**src/rtl/sdirq_pkg.sv**
```systemverilog
package sdirq_pkg;
  localparam int unsigned REG_W = 32;

  // status positions that other logic decodes
  localparam int unsigned S_INS     = 31;
  localparam int unsigned S_REM     = 30;
  localparam int unsigned S_SDIO    = 14;
  localparam int unsigned S_CMDEND  = 13;
  localparam int unsigned S_WRDONE  = 12;
  localparam int unsigned S_RDDONE  = 11;
  localparam int unsigned S_CODE_LO = 9;
  localparam int unsigned S_CLKRUN  = 8;
  localparam int unsigned S_RDRDY   = 7;
  localparam int unsigned S_WRRDY   = 6;
  localparam int unsigned S_WCRC    = 2;

  localparam logic [REG_W-1:0] STICKY_MASK = 32'hFF00_782F;
  localparam logic [REG_W-1:0] ERR_MASK    = 32'h0000_002F;
  localparam logic [REG_W-1:0] EN_MASK     = 32'h0007_F01F;
  localparam logic [REG_W-1:0] EN_IRQ_MASK = 32'h0000_E01F;

  // interrupt source table: status position and its enable position
  localparam int unsigned N_SRC = 8;
  localparam int unsigned SRC_POS [N_SRC] = '{S_RDDONE, S_WRDONE, S_CMDEND, S_WRRDY,
                                              S_RDRDY, S_SDIO, S_REM, S_INS};
  localparam int unsigned EN_POS  [N_SRC] = '{0, 1, 2, 3, 4, 13, 14, 15};

  function automatic logic [REG_W-1:0] sticky_next(input logic [REG_W-1:0] cur,
                                                   input logic [REG_W-1:0] set,
                                                   input logic [REG_W-1:0] clr);
    return (cur & ~clr) | set;
  endfunction

  function automatic logic [1:0] code_next(input logic [1:0] cur, input logic [1:0] din,
                                           input logic hit, input logic clr);
    if (hit)      return din;
    else if (clr) return 2'd0;
    else          return cur;
  endfunction
endpackage

```
**src/rtl/sdirq_status.sv**
```systemverilog
module sdirq_status
  import sdirq_pkg::*;
#(
  parameter logic [REG_W-1:0] KEEP = STICKY_MASK
) (
  input  logic             clk,
  input  logic             rst_n,
  input  logic [REG_W-1:0] set_vec,
  input  logic [REG_W-1:0] clr_vec,
  input  logic [1:0]       code_in,
  output logic [REG_W-1:0] sticky_q,
  output logic [1:0]       code_q
);
  logic [REG_W-1:0] set_m, clr_m, clr_only;
  logic             code_hit, code_clr;

  assign set_m    = set_vec & KEEP;
  assign clr_m    = clr_vec & KEEP;
  assign clr_only = clr_m & ~set_m;
  assign code_hit = set_m[S_WCRC];
  assign code_clr = clr_m[S_WCRC];

  always_ff @(posedge clk) begin
    if (!rst_n) begin
      sticky_q <= '0;
      code_q   <= 2'd0;
    end else begin
      sticky_q <= sticky_next(sticky_q, set_m, clr_m) & KEEP;
      code_q   <= code_next(code_q, code_in, code_hit, code_clr);
    end
  end

  p_set_wins_r4: assert property (@(posedge clk) disable iff (!rst_n)
    (|set_m) |=> ((sticky_q & $past(set_m)) == $past(set_m)));
  p_clear_r3: assert property (@(posedge clk) disable iff (!rst_n)
    (|clr_only) |=> ((sticky_q & $past(clr_only)) == '0));
  p_code_load_r6: assert property (@(posedge clk) disable iff (!rst_n)
    code_hit |=> (code_q == $past(code_in)));
  p_no_stray_r11: assert property (@(posedge clk) disable iff (!rst_n)
    ((sticky_q & ~KEEP) == '0));
endmodule

```
**src/rtl/sdirq_enable.sv**
```systemverilog
module sdirq_enable
  import sdirq_pkg::*;
(
  input  logic             clk,
  input  logic             rst_n,
  input  logic             wr_en,
  input  logic [REG_W-1:0] wdata,
  output logic [REG_W-1:0] en_q
);
  always_ff @(posedge clk) begin
    if (!rst_n)     en_q <= '0;
    else if (wr_en) en_q <= wdata & EN_MASK;
  end

  p_en_hold_r8: assert property (@(posedge clk) disable iff (!rst_n)
    !wr_en |=> $stable(en_q));
endmodule

```
**src/rtl/sdirq_irq.sv**
```systemverilog
module sdirq_irq
  import sdirq_pkg::*;
(
  input  logic [REG_W-1:0] view,
  input  logic [REG_W-1:0] en,
  output logic             irq
);
  logic [N_SRC-1:0] term;

  always_comb begin
    for (int k = 0; k < N_SRC; k++) term[k] = view[SRC_POS[k]] & en[EN_POS[k]];
  end

  assign irq = |term;
endmodule

```
**src/rtl/sdmmc_irq_ctrl.sv**
```systemverilog
module sdmmc_irq_ctrl
  import sdirq_pkg::*;
(
  input  logic        clk,
  input  logic        rst_n,
  input  logic        reg_sel,
  input  logic        reg_wr,
  input  logic        reg_addr,
  input  logic [31:0] reg_wdata,
  output logic [31:0] reg_rdata,
  input  logic [31:0] evt_pulse,
  input  logic [1:0]  wcrc_code,
  input  logic        buf_rd_rdy,
  input  logic        buf_wr_rdy,
  input  logic        card_clk_on,
  output logic        irq,
  output logic        err_any
);
  logic             wr_status, wr_enable;
  logic [REG_W-1:0] clr_vec, sticky_q, en_q, live_vec, code_vec, status_view;
  logic [1:0]       code_q;

  assign wr_status = reg_sel & reg_wr & ~reg_addr;
  assign wr_enable = reg_sel & reg_wr &  reg_addr;
  assign clr_vec   = wr_status ? reg_wdata : '0;

  sdirq_status #(.KEEP(STICKY_MASK)) u_status (
    .clk      (clk),
    .rst_n    (rst_n),
    .set_vec  (evt_pulse),
    .clr_vec  (clr_vec),
    .code_in  (wcrc_code),
    .sticky_q (sticky_q),
    .code_q   (code_q)
  );

  sdirq_enable u_enable (
    .clk   (clk),
    .rst_n (rst_n),
    .wr_en (wr_enable),
    .wdata (reg_wdata),
    .en_q  (en_q)
  );

  always_comb begin
    live_vec           = '0;
    live_vec[S_CLKRUN] = card_clk_on;
    live_vec[S_RDRDY]  = buf_rd_rdy;
    live_vec[S_WRRDY]  = buf_wr_rdy;
    code_vec           = '0;
    code_vec[S_CODE_LO +: 2] = code_q;
  end

  assign status_view = sticky_q | code_vec | live_vec;

  sdirq_irq u_irq (
    .view (status_view),
    .en   (en_q),
    .irq  (irq)
  );

  assign err_any   = |(sticky_q & ERR_MASK);
  assign reg_rdata = reg_addr ? en_q : status_view;

  p_err_source_r7: assert property (@(posedge clk) disable iff (!rst_n)
    $rose(err_any) |-> $past(|(evt_pulse & ERR_MASK)));
  p_irq_needs_en_r9: assert property (@(posedge clk) disable iff (!rst_n)
    irq |-> ((en_q & EN_IRQ_MASK) != '0));
  p_stored_only_r10: assert property (@(posedge clk) disable iff (!rst_n)
    ((en_q & EN_IRQ_MASK) == '0) |-> !irq);
endmodule

```
**config.mk**
```make
export PLATFORM = sky130hd
export DESIGN_NAME = sdmmc_irq_ctrl
export DESIGN_NICKNAME = d
export VERILOG_FILES = /design/src/rtl/sdirq_pkg.sv /design/src/rtl/sdirq_status.sv /design/src/rtl/sdirq_enable.sv /design/src/rtl/sdirq_irq.sv /design/src/rtl/sdmmc_irq_ctrl.sv
export SDC_FILE = /design/constraint.sdc
export NUM_CORES = 1
export LEC_CHECK = 0
export ABC_CLOCK_PERIOD_IN_PS = 1290
export BUFFER_PORTS_ARGS = -buffer_cell sky130_fd_sc_hd__buf_4
export CORE_UTILIZATION = 40
export DETAILED_ROUTE_END_ITERATION = 7
export HOLD_SLACK_MARGIN = 0.05
export PLACE_DENSITY = 0.79
export SLEW_MARGIN = 10
export SYNTH_ARGS = -nofsm -noshare
export SYNTH_HDL_FRONTEND = slang
export SYNTH_SLANG_ARGS = --single-unit
export TNS_END_PERCENT = 50
```
**constraint.sdc**
```tcl
create_clock -name clk -period 1.29 [get_ports clk]
set_clock_uncertainty 0.2 [all_clocks]
set_input_delay 0.0645 -clock clk [delete_from_list [all_inputs] [get_ports clk]]
set_output_delay 0.0645 -clock clk [all_outputs]
set_load 0.03 [all_outputs]
```
==> results of run 1 <==
-- final cells by class --
type	count	share of cell area [%]
flip-flops and latches	31	23.65
well taps	48	2.226
repair buffers	124	39.56
multi-input cells	120	28.62
clock buffers	8	3.711
inverters	16	2.226
-- stage by stage --
stage / total power, mW / util, % / std cells / hold slack, ns / instance area [um^2]
after global placement: 1.571 / 57.31 / 298 / 0.04896 / 2098
after global routing: 2.652 / 73.68 / 347 / 0.05868 / 2698
after detailed placement: 1.580 / 57.31 / 298 / 0.05222 / 2098
after floorplan: 1.361 / - / 184 / -0.03529 / 1533
final: 2.545 / 73.68 / 347 / 0.03751 / 2698
after CTS: 2.543 / 73.31 / 347 / 0.03464 / 2684
-- routing by layer --
metal	track usage, %	wire length [um]	up-vias
met5	0	0	-
met3	4.529	194	12
met4	12.22	112	0
li1	-	-	830
met2	41.22	2512	59
met1	27.77	2016	790
-- registers in the layout (all words and copies together) (netlist names) --
name	flops
u_status.sticky_q	17
u_status.code_q	2
u_enable.en_q	12
-- cell families after synthesis --
family                 after synthesis  synth area share (%)
other                                1                0.2471
and+or+nand+nor                     57                 19.21
DFF                                 31                 40.89
AOI/OAI and AO/OA                   39                 14.84
muxes                               19                 13.11
buffers and inverters               33                 11.71
-- synth_stat cells --
cell	number
and3_1	1
o21ai_0	19
conb_1	1
nand3b_1	2
buf_2	7
and4b_1	1
buf_4	6
nand3_1	2
a31oi_1	16
inv_1	16
nor2_1	1
mux2_2	7
mux2i_1	12
clkbuf_1	1
nor3_1	1
nor2b_1	15
and2_1	5
nand4_1	1
and3b_1	1
nand2_1	27
dfxtp_1	31
buf_6	3
a22oi_1	4
-- repair_timing --
action,CTS,global route
endpoints found under the hold margin,31,0
buffers inserted,0,0
hold buffers,41,0
gates resized for setup,23,8
pin swaps,4,1
setup endpoints to repair,9,12
-- power by group --
part | switching [mW] | total, mW | leakage [nW] | internal, mW
clock network | 0.346 | 0.832 | 0.0515 | 0.486
registers | 0.0437 | 1.06 | 0.260 | 1.02
logic | 0.307 | 0.649 | 0.952 | 0.342
-- path summary, 6_finish.rpt --
path	endpoint	slack [ns]	cells after the start	start
hold reg to reg	u_enable.en_q[18]	0.25	2	u_enable.en_q[18]
setup reg to reg	u_status.sticky_q[13]	0.37	2	u_status.sticky_q[13]
hold / removal	u_status.sticky_q[11]	0.04	3	rst_n
setup / recovery	irq	-0.05	3	u_enable.en_q[0]
-- worst register-to-register path, stage by stage, from the launching register on --
cell and delay, ns:
dfxtp_2 0.34, o21ai_0 0.09, a31oi_1 0.20
==> qor.txt, run 1 <==
Status -> finished with violations
Violated checks -> setup timing
WS Path Type -> flip-flop to output port
Share of the synthesized area in the top cell type -> 40.89%
Crit path DAT -> 1.08 ns
Required time of the critical path -> 1.03 ns
Area growth, synth to finish -> 77.74%
Register area share after synthesis -> 40.89%
Post-synthesis sequential element count -> 31
Post-route worst setup slack -> -0.05402 ns
Area of the multi-input gates -> 772.0 um^2
Minimum clock period -> 1.344 ns
RSZ-0062 raised after global routing -> yes
Vias -> 1691
Root Driver -> clkbuf_8
Antenna Cells -> 0
Hold Violations, Final -> 0
CP top delay family -> flip-flops
Final Max Slew Viols -> 0
Core ar. -> 0.003661 mm^2
DRC errors left -> 0
Post-DP HPWL -> 2742 um
Setup TNS -> -0.1025 ns
Fill cell count -> 278
Routed WL -> 4835 um
Max VDD drop -> 0.6555 mV
Commonest non-fill, non-tap cell in the layout -> buf_4
Nets -> 372
Max-cap violations -> 0
DIE AREA -> 0.004044 mm^2
Port bufs -> 77
Yosys top cell by area -> dfxtp_1
FF/Latch Area -> 638.1 um^2
Distinct cells, synth -> 23
Drt first pass iters -> 4
CP Buf/Inv Count -> 1
Htree depth -> 2
CP Launch Type -> flip-flop
Row count -> 22
Die span in x -> 63.60 um
Final Setup Violations -> 4
Number of CTS-inserted buffers -> 5
CP max FO -> 3
Synth Instances -> 180
Top post-synthesis cells by area -> dfxtp_1 41%, mux2i_1 7.9%, nand2_1 6.7%
Clock Latency Late Sink -> 0.28 ns
Critical Path Sink Type -> output port
IO Count -> 108
PwrDens -> 943.4 mW/mm^2
Pleak -> 1.264 nW
Vias/cell -> 4.873
Clock Path Buffers -> 2
Grt ovf -> 0
Clock transition at the registers of the reported paths -> 0.07 ns
Final ANT Viol Nets -> 0
CP max stage cell -> dfxtp_2
Initial Utilization -> 41.46%
Share of layout cells above drive strength 1 -> 38.13%
Pre-CTS setup slack -> 0.1190 ns
Fin crit share -> 104.2%
Crit-path cells -> a22oi_2, nand4_1, buf_6
Initial antenna violation count -> 0
Most used cells in the layout excluding fill and tap cells -> 74 x buf_4, 41 x dlygate4sd3_1, 27 x nand2_1
FMAX -> 0.7440 GHz
Yosys Warn Count -> 0
Vias in the first global route -> 1551
WL/cell -> 13.93 um
Synthesized area -> 0.001518 mm^2
CP peak stage delay -> 0.34 ns
Overall routing resource usage -> 23.90%
Routability congestion estimate -> 0.7276
1st-iter DRT viols -> 68
Hold Path Class -> input pin to flip-flop
CTS tree -> yes
First-pass GRT wire length -> 7307 um
Syn avg cell area -> 8.432 um^2
Sink Count -> 31
Largest net degree at the start of global routing -> 47
Height of the die -> 63.60 um
Power figures use the tool's default switching activity.
==> inputs of run 2 (changes only) <==
Settings changed: ABC_AREA set to 1, CORE_UTILIZATION 40 to 41, GPL_TIMING_DRIVEN set to 0.
==> run 2 against run 1 <==
Against the previous run:
- the flow still finishes with violations (setup timing)
- flip-flop and latch count unchanged
- routed wire length is 0.72% lower
- largest cell class unchanged
- register-to-register slack got worse by 0.08 ns
- die area is 3.3% higher
- worst setup slack better by 0.022 ns
- final cell count is 18% higher
- core utilization grew 3.0 points
==> qor.txt, run 2 <==
Status -> finished with violations
Violated checks -> setup timing
IO Count -> 108
Most used cells in the layout excluding fill and tap cells -> 82 x buf_4, 64 x inv_1, 46 x dlygate4sd3_1
1st-iter DRT viols -> 88
Crit path DAT -> 1.06 ns
Clock power share -> 27.9%
Htree depth -> 2
Clock Latency Late Sink -> 0.28 ns
Worst hold margin -> 0.07424 ns
CP max stage cell -> dfxtp_1
Final Max Slew Viols -> 0
Initial Utilization -> 43.30%
PwrDens -> 872.7 mW/mm^2
CTS tree -> yes
DIE AREA -> 0.004179 mm^2
Port bufs -> 76
Die span in x -> 64.65 um
Post-DP HPWL -> 2920 um
Register area share after synthesis -> 38.57%
Routability congestion estimate -> 0.7725
Cell with the most instances after synthesis -> inv_1
DP Area -> 0.002255 mm^2
Share of layout cells above drive strength 1 -> 37.47%
Synth Instances -> 228
Logic pwr share -> 29.4%
Max FFs per register -> 17
Pleak -> 1.460 nW
Number of flops mapped to enable cells by yosys -> 0
Core ar. -> 0.003716 mm^2
Largest regs -> u_status.sticky_q (17), u_enable.en_q (12), u_status.code_q (2)
Largest net degree at the start of global routing -> 11
Sink Count -> 31
Share of the synthesized area in the top cell type -> 38.57%
Most used flip-flop cell after synthesis -> dfxtp_1
Pre-CTS setup slack -> 0.1759 ns
FF/Latch Area -> 634.4 um^2
Area of the multi-input gates -> 641.9 um^2
First-pass GRT wire length -> 7652 um
Hold Violations, Final -> 0
Sequential power share -> 42.7%
WS Path Type -> flip-flop to output port
Row count -> 22
Pwr Total -> 2.487 mW
CP Launch Type -> flip-flop
Area growth, synth to finish -> 77.14%
Async SR Flop Fraction -> 0%
Number of CTS-inserted buffers -> 5
Commonest non-fill, non-tap cell in the layout -> buf_4
Critical Path Sink Type -> output port
Drt first pass iters -> 4
Vias/cell -> 4.416
Vias in the first global route -> 1778
Most flops, register -> u_status.sticky_q
Syn avg cell area -> 7.057 um^2
Hold Path Class -> input pin to flip-flop
Minimum clock period -> 1.322 ns
Routed WL -> 4800 um
Final core occ -> 76.70%
Net Sw Frac -> 29.70%
Synthesized area -> 0.001609 mm^2
RSZ-0062 raised after global routing -> yes
Yosys top cell by area -> dfxtp_1
WL/cell -> 11.68 um
Nets -> 438
Antenna Cells -> 0
Fin crit share -> 102.5%
Distinct cells, synth -> 23
Required time of the critical path -> 1.03 ns
Final Setup Violations -> 2
Post-synthesis sequential element count -> 31
CP peak stage delay -> 0.34 ns
DRC errors left -> 0
Grt ovf -> 0
Height of the die -> 64.65 um
Final ANT Viol Nets -> 0
Finished Cell Area -> 0.002850 mm^2
Overall routing resource usage -> 24.22%
Max-cap violations -> 0
Max VDD drop -> 0.7012 mV
Yosys Warn Count -> 0
Vias -> 1815
Fill cell count -> 299
Root Driver -> clkbuf_8
Initial antenna violation count -> 0
Clock transition at the registers of the reported paths -> 0.06 ns
Crit-path cells -> inv_1, o21ai_2, nor2_1, nand2_1, buf_6
FMAX -> 0.7566 GHz
NetSw -> 0.7387 mW
Top post-synthesis cells by area -> dfxtp_1 39%, inv_1 16%, a21oi_1 7.5%
Int Power -> 1.749 mW
Post-route worst setup slack -> -0.03177 ns
Clock Path Buffers -> 2
Synth cell count leaders -> 68 x inv_1, 31 x dfxtp_1, 24 x a21oi_1
CP max FO -> 2
==> run 2: cell count changes after synthesis, moves of 8 or more <==
| cell | change |
|---|---|
| inv_1 | +52 |
| a21oi_1 | +24 |
| a31oi_1 | -16 |
| nor2_1 | +16 |
| nor2b_1 | -15 |
| mux2i_1 | -12 |
| o21ai_2 | +10 |
| nand2_1 | -8 |
| o21ai_1 | +8 |
==> run 2: kinds of logic after synthesis <==
family,share of synthesized area (%)
AO/OA/AOI/OAI,25.82
buffers and inverters,23.64
flip-flops,38.57
other,0.2331
AND/OR/NAND/NOR,11.74
==> run 2: worst max-delay path: cells and delay by family, from the launching register on <==
kind            cells  cell delay (ns)
compound gates      1             0.12
buf+inv             2             0.20
flops               1             0.34
simple gates        2             0.13
==> run 2: path summary, 6_finish.rpt <==
path | slack [ns] | start | end | cells after the start
setup / recovery | -0.03 | u_enable.en_q[0] | irq | 5
hold / removal | 0.07 | reg_wr | u_status.sticky_q[13] | 4
setup reg to reg | 0.29 | u_status.sticky_q[30] | u_status.sticky_q[30] | 4
hold reg to reg | 0.25 | u_enable.en_q[18] | u_enable.en_q[18] | 2
==> run 2: layer usage <==
metal | share of wire (%) | track usage [%] | wire [um] | vias up
met2 | 51 | 45.00 | 2454 | 65
met4 | 2.0 | 11.39 | 95 | 0
met3 | 4.8 | 5.458 | 231 | 12
li1 | - | - | - | 949
met1 | 42 | 25.54 | 2018 | 789
met5 | 0 | 0 | 0 | -
==> run 2: cell type report <==
cell class | count | area share (%)
multi-input cells | 118 | 22.52
plain buffers | 13 | 3.863
inverters | 70 | 9.482
clock buffers | 6 | 2.546
flip-flops and latches | 31 | 22.26
repair buffers | 125 | 37.23
well taps | 48 | 2.107
==> run 2: power by group through the flow <==
stage	logic, mW	registers (mW)	clock network, mW
4_1_cts	0.717	1.06	0.696
2_1_floorplan	0.345	1.07	0
3_3_place_gp	0.579	1.07	0
6_report	0.731	1.06	0.694
3_5_place_dp	0.585	1.08	0
5_1_grt	0.786	1.07	0.740
==> run 2: per-stage QoR <==
step | instances | setup TNS, ns
final | 411 | -0.03531
after global routing | 411 | -0.1540
after CTS | 410 | -0.05247
after detailed placement | 356 | 0
after global placement | 356 | 0
after floorplan | 232 | -0.02497
==> run 2: repair_timing <==
item | CTS | global route
setup buffers | 2 | 1
hold buffers | 46 | 0
resized for setup | 14 | 15
setup endpoints to repair | 4 | 10
hold endpoints to repair | 31 | 0
pin swaps | 4 | 3
